`src/rtl/busq_pkg.sv`:
```
package busq_pkg;
  typedef struct packed {
    logic grant;
    logic timeout;
  } busq_chan_out_t;

  function automatic int unsigned busq_cnt_width(input int unsigned lim);
    return (lim < 1) ? 1 : $clog2(lim + 1);
  endfunction
endpackage

```
`src/rtl/busq_hold.sv`:
```
module busq_hold #(
  parameter int unsigned STALL_MAX = 125,
  parameter bit          TIMED     = 1'b1
) (
  input  logic                    clk,
  input  logic                    rst_n,
  input  logic                    req,
  input  logic                    bypass,
  input  logic                    busy,
  input  logic                    flush,
  output busq_pkg::busq_chan_out_t chan_o
);
  localparam int unsigned CW = busq_pkg::busq_cnt_width(STALL_MAX);
  localparam logic [CW-1:0] CNT_TOP = CW'(STALL_MAX);
  localparam logic [CW-1:0] CNT_ONE = CW'(1);

  logic          pend_q, pend_d;
  logic [CW-1:0] cnt_q, cnt_d;
  logic          want, grant, timeout;

  assign want  = req | pend_q;
  assign grant = want & (bypass | ~busy);

  generate
    if (TIMED) begin : g_timed
      assign timeout = pend_q & ~req & ~bypass & busy & (cnt_q >= CNT_TOP);
    end else begin : g_untimed
      assign timeout = 1'b0;
    end
  endgenerate

  always_comb begin
    pend_d = pend_q;
    cnt_d  = cnt_q;
    if (grant) begin
      pend_d = 1'b0;
    end else if (req) begin
      pend_d = 1'b1;
      cnt_d  = CNT_ONE;
    end else if (flush | timeout) begin
      pend_d = 1'b0;
    end else if (pend_q & busy & (cnt_q != CNT_TOP)) begin
      cnt_d = cnt_q + CNT_ONE;
    end
  end

  always_ff @(posedge clk or negedge rst_n) begin
    if (!rst_n) begin
      pend_q <= 1'b0;
      cnt_q  <= '0;
    end else begin
      pend_q <= pend_d;
      cnt_q  <= cnt_d;
    end
  end

  assign chan_o.grant   = grant;
  assign chan_o.timeout = timeout;
endmodule

```
`src/rtl/busq_block.sv`:
```
module busq_block (
  input  logic clk,
  input  logic rst_n,
  input  logic abort,
  input  logic restart,
  output logic blocked
);
  logic blk_q, blk_d;

  always_comb begin
    blk_d = blk_q;
    if (restart)    blk_d = 1'b0;
    else if (abort) blk_d = 1'b1;
  end

  always_ff @(posedge clk or negedge rst_n) begin
    if (!rst_n) blk_q <= 1'b0;
    else        blk_q <= blk_d;
  end

  assign blocked = blk_q;
endmodule

```
`src/rtl/busq_gate.sv`:
```
module busq_gate #(
  parameter int unsigned STALL_MAX = 125,
  parameter int unsigned SYNC_LEN  = 2
) (
  input  logic clk,
  input  logic rst_n,
  input  logic bus_busy,
  input  logic samp_req,
  input  logic trial_req,
  input  logic samp_nodly,
  input  logic trial_nodly,
  output logic samp_en,
  output logic trial_en,
  output logic conv_abort
);
  localparam int unsigned SL = (SYNC_LEN < 1) ? 1 : SYNC_LEN;

  logic [SL-1:0] rst_pipe_q;
  logic          rst_int_n;

  always_ff @(posedge clk or negedge rst_n) begin
    if (!rst_n) rst_pipe_q <= '0;
    else        rst_pipe_q <= {rst_pipe_q[SL-2:0], 1'b1};
  end
  assign rst_int_n = rst_pipe_q[SL-1];

  busq_pkg::busq_chan_out_t samp_o, trial_o;
  logic blocked, trial_live, abort;

  assign trial_live = trial_req & ~blocked;
  assign abort      = trial_o.timeout;

  busq_hold #(.STALL_MAX(STALL_MAX), .TIMED(1'b0)) u_samp (
    .clk(clk), .rst_n(rst_int_n), .req(samp_req), .bypass(samp_nodly),
    .busy(bus_busy), .flush(abort), .chan_o(samp_o)
  );

  busq_hold #(.STALL_MAX(STALL_MAX), .TIMED(1'b1)) u_trial (
    .clk(clk), .rst_n(rst_int_n), .req(trial_live), .bypass(trial_nodly),
    .busy(bus_busy), .flush(abort), .chan_o(trial_o)
  );

  busq_block u_blk (
    .clk(clk), .rst_n(rst_int_n), .abort(abort), .restart(samp_req),
    .blocked(blocked)
  );

  assign samp_en    = samp_o.grant;
  assign trial_en   = trial_o.grant;
  assign conv_abort = abort;
endmodule

```
`config.mk`:
```
export PLATFORM = sky130hd
export DESIGN_NAME = busq_gate
export DESIGN_NICKNAME = d
export VERILOG_FILES = /design/src/rtl/busq_pkg.sv /design/src/rtl/busq_hold.sv /design/src/rtl/busq_block.sv /design/src/rtl/busq_gate.sv
export SDC_FILE = /design/constraint.sdc
export NUM_CORES = 1
export LEC_CHECK = 0
export ABC_CLOCK_PERIOD_IN_PS = 1400
export CAP_MARGIN = 20
export CELL_PAD_IN_SITES_DETAIL_PLACEMENT = 1
export CELL_PAD_IN_SITES_GLOBAL_PLACEMENT = 2
export CORE_MARGIN = 2
export CORE_UTILIZATION = 36
export CTS_BUF_LIST = sky130_fd_sc_hd__clkbuf_16
export CTS_CLUSTER_SIZE = 12
export DETAILED_ROUTE_END_ITERATION = 8
export DONT_BUFFER_PORTS = 1
export PLACE_DENSITY_LB_ADDON = 0.12
export SLEW_MARGIN = 20
export SYNTH_ARGS = -nofsm -noshare
export SYNTH_HDL_FRONTEND = slang
export SYNTH_SLANG_ARGS = --single-unit
export TNS_END_PERCENT = 5
```
`constraint.sdc`:
```
create_clock -name clk -period 1.4 [get_ports clk]
set_input_delay 0.21 -clock clk [delete_from_list [all_inputs] [get_ports clk]]
set_output_delay 0.21 -clock clk [all_outputs]
set_load 0.1 [all_outputs]
```
After elaboration in Yosys (flattened, before gate mapping)

Cells that the tools add are included.

Add/sub/neg operators: 1
Order comparisons: 1
Eq/ne operators: 2
Multiplexer cells: 10
Bitwise operators: 18
Reduce and logical (&&, ||, !) cells: 5

Operators with widths:

| cell                                                                     | count |
|---|---|
| 7-bit two-way mux                                                        | 3 |
| 1-bit AND                                                                | 9 |
| 7-bit by 1-bit adder with 7-bit output (second input constant)           | 1 |
| 7-bit >= comparator (second input constant)                              | 1 |
| 1-bit two-way mux                                                        | 7 |
| 7-bit inequality test (second input constant)                            | 1 |
| 3-bit nonzero test                                                       | 2 |
| 1-bit inverter                                                           | 5 |
| 1-bit OR                                                                 | 4 |
| 2-bit nonzero test                                                       | 2 |
| 3-bit AND reduction                                                      | 1 |
| 2-bit by 1-bit inequality test with 1-bit output (second input constant) | 1 |

Register bits after elaboration: 12
Input bits: 7
Output and inout port bits: 3
Word-level logic and storage cells: 42

Depth between registers and ports, before layout

Word-level depth: 10
Gate-level depth with buffers: 6
Mapped depth without buffers: 6

Modules after synthesis

Synthesis repeated with hierarchy kept, for this count alone.

Cells, all modules: 77
Area, all modules: 789.5 sq um

By module, submodules not included:

| module               | instances | cells an instance | area an instance (sq um) | sequential area each (sq um) |
|---|---|---|---|---|
| busq_hold at u_trial | 1         | 62                | 614.3                    | 200.2 |
| busq_hold at u_samp  | 1         | 9                 | 72.6                     | 25.0 |
| busq_gate            | 1         | 4                 | 67.6                     | 50.0 |
| busq_block           | 1         | 2                 | 35.0                     | 25.0 |

Worst setup path before layout

Ideal clock, no wire load.

Path type: reg-to-reg
From: register u_trial.cnt_q[1]
To: register u_blk.blk_q, in the netlist u_blk.blocked
Setup time: 76 ps
Data arrival time: 3116 ps
Data required time: 1324 ps
Path slack: -1792 ps
Cell stages (with the launch flop): 6
Path buffers: 0
Period minus slack after synthesis: 3192 ps
Cell sequence: dfrtp_1 > inv_1 > ha_1 > o31ai_4 > nor3_1 > o21ba_1

Longest elaborated chain between the ends: 3

RTL lines:

| item                                | line             | RTL |
|---|---|---|
| start: declaration                  | busq_hold.sv:18  | `logic [CW-1:0] cnt_q, cnt_d;` |
| start signal: assignment            | busq_hold.sv:53  | `cnt_q <= cnt_d;` |
| 7-bit >= comparator                 | busq_hold.sv:26  | `assign timeout = pend_q & ~req & ~bypass & busy & (cnt_q >= CNT_TOP);` |
| 1-bit AND                           | busq_hold.sv:26  |  |
| via conv_abort                      | busq_gate.sv:14  | `output logic conv_abort` |
| 2-bit nonzero test (no source line) | -                |  |
| end signal: assignment              | busq_block.sv:18 | `else blk_q <= blk_d;` |
| end: declaration                    | busq_block.sv:8  | `logic blk_q, blk_d;` |

The timed path passes the listed nets, and every way through them passes these cells.
A chain may end at the register's enable or synchronous reset.

Worst setup path after layout

From: register u_trial.cnt_q[1]
To: output port conv_abort

Longest elaborated chain between the ends: 2

RTL lines:

| item                | line |
|---|---|
| 7-bit >= comparator | busq_hold.sv:26 |
| 1-bit AND           | busq_hold.sv:26 |
| end: declaration    | busq_gate.sv:14 |

Every way passes these cells.

==> flow_metrics.tcl <==
set metrics [dict create \
    hold_class "in2reg" \
    rows 15 \
    required_ps 1190 \
    ctsHtreeMaxLevel 1 \
    max-cap-violations 0 \
    cp.buffers_inverters 3 \
    start_util_pct 38.0 \
    crit_family "buffers and inverters" \
    synth.distinct_cells 31 \
    die-area_mm2 0.00218 \
    cp_slowest_cell "dfrtp_1" \
    r2r_slack_ps -210 \
    status "complete, but fails checks" \
    ys_seq_area_share_pct 45.8 \
    avgSynthCellArea_um2 9.93 \
    grt_pass1_wl_um 2750 \
    core_mm2 0.00173 \
    fin_ws_ps -267 \
    total_power_mw 1.24 \
    cts.sinks 12 \
    startpoint_type "flip-flop" \
    skew_ps 0.956 \
    cp.arrival_ps 1460 \
    vias 601 \
    die_w_um 46.7 \
    cts-root-buf "clkbuf_16" \
    stdcell_area_um2 988 \
    synth_top_area_share_pct 45.8 \
    nNetsFinal 98 \
    rsz0062_at_grt "true" \
    p_leak_nw 0.425 \
    ant_nets 0 \
    yosysMostFrequentCell "dfrtp_1" \
    synthTopCellsByArea "dfrtp_1, ha_1, nand2_1, nor2_1, o31ai_4" \
    path_class "reg2out" \
    numCtsBuffers 3 \
    synthArstFlopShare_pct 100 \
    yosys_warnings 0 \
    slew_viol_final 0 \
    yosysTopAreaCell "dfrtp_1" \
    fmax_mhz 600 \
    final_hold_viol_count 0 \
    cts_tree "built" \
    period_needed_ps 1670 \
    violations "negative setup slack" \
    holdWs_ps 103 \
    cts.clk_slew.worst_paths_ps 40 \
    powerDensity_mw_per_mm2 1260 \
    crit_chain "inv_2, ha_4, o31ai_4, buf_6, nor3_4, buf_12" \
    viasPerCell 5.32 \
    antennaDiodeCount 0 \
    synth_cells 66 \
    routed_wl_um 1720 \
    synth_edf_count 0 \
    grt_overflow 0 \
    layout-drive-gt1-share_pct 40.9 \
    drc 0 \
    cp_max_fo 2 \
    synthTopCellsByCount "dfrtp_1, nand2_1, nor2_1" \
    synth_seq_cells 12 \
    ys.flop_type "dfrtp_1" \
    max_stage_delay_ps 380 \
    placed_cells 107 \
    wl_per_cell_um 15.2 \
    io_buffer_count 0 \
    syn_to_final_growth_pct 50.8 \
    peakVddDrop_uv 629 \
    antenna_found_initial 0 \
    synth_nets 75 \
    fin_crit_sh_pct 119 \
    gpl.final_weighted_congestion 0.737 \
    pre_cts_ws_ps -174 \
    pin_count 10 \
    finalSetupViolations 9 \
    cts_buffer_depth 2 \
    dpl-instance-area_um2 863 \
    dieHeight_um 46.7 \
    grt_usage_pct 19.0 \
    dp_hpwl_um 1280 \
    drtPass1Iterations 4 \
    grt_pass1_vias 611 \
    grt_max_degree 11 \
    stdcell_count 113 \
    clk_latency_ps 240 \
    netlist_area_um2 656 \
    end_kind "output pin" \
    drtIter0Drc 4 \
]
==> final timing paths <==
| path | from | end | cells past startpoint |
|---|---|---|---|
| min in group asynchronous | rst_pipe_q[1] | u_blk.blocked | 0 |
| setup reg to reg | u_trial.cnt_q[0] | u_trial.cnt_q[4] | 5 |
| hold / removal | samp_req | u_samp.pend_q | 1 |
| max in group asynchronous | rst_pipe_q[1] | u_trial.cnt_q[0] | 0 |
| setup / recovery | u_trial.cnt_q[1] | conv_abort | 6 |
| hold reg to reg | rst_pipe_q[1] | u_blk.blocked | 0 |
==> power breakdown <==
group	total (mW)	leakage, nW	internal (mW)	switching [mW]
clock	0.521	0.0385	0.376	0.145
combinational	0.289	0.237	0.139	0.150
sequential	0.432	0.149	0.385	0.0474
==> metrics by stage <==
stage / util, % / TNS [ps]
detailed placement: 50.0 / -873
global placement: 50.0 / -588
floorplan: - / -2140
global route: 57.2 / -1770
finish: 57.2 / -1090
CTS: 57.2 / -1170
==> layout make-up <==
| class | instances | area [um^2] |
|---|---|---|
| flip-flops and latches | 12 | 303 |
| multi-input cells | 51 | 390 |
| fillers | 204 | 738 |
| clock inverters | 1 | 3.75 |
| clock buffers | 3 | 75.1 |
| inverters | 2 | 7.51 |
| well taps | 25 | 31.3 |
| repair buffers | 19 | 178 |
==> repair_timing <==
item | 4_1_cts | 5_1_grt
gates cloned | 0 | 0
hold endpoints to repair | 2 | 0
endpoints found under the setup margin | 10 | 10
pin swaps | 6 | 2
resized for setup | 7 | 0
buffers inserted | 1 | 0
hold buffers | 1 | 0
==> routing by layer <==
layer	global-route usage, %	wire [um]
met4	11.1	36
met3	4.31	70
met1	21.9	758
met2	31.9	857
met5	0	0
==> registers in the layout, summed over array words and instances (netlist names) <==
signal and cells:
u_samp.pend_q 1, rst_pipe_q 2, u_trial.cnt_q 7, u_trial.pend_q 1
u_blk.blocked 1
==> cells in the final DEF (no fill, tap or decap), drive strengths merged, types with 3 or more instances in the layout <==
master / n
a21oi: 4
buf: 18
clkbuf: 3
dfrtp: 12
nand2: 6
nand3: 3
nor2: 6
nor3: 3
==> cell families (layout without fill, tap and decap cells) <==
family / count (synthesis) / count (layout) / synth area share (%)
compound gates: 16 / 16 / 19.8
fa+ha+maj: 2 / 2 / 3.82
flops: 12 / 12 / 45.8
simple gates: 30 / 30 / 25.0
xor+xnor: 2 / 2 / 2.67
buf+inv: 3 / 25 / 2.29
other cells: 1 / 1 / 0.572
Power figures use the tool's default switching activity.
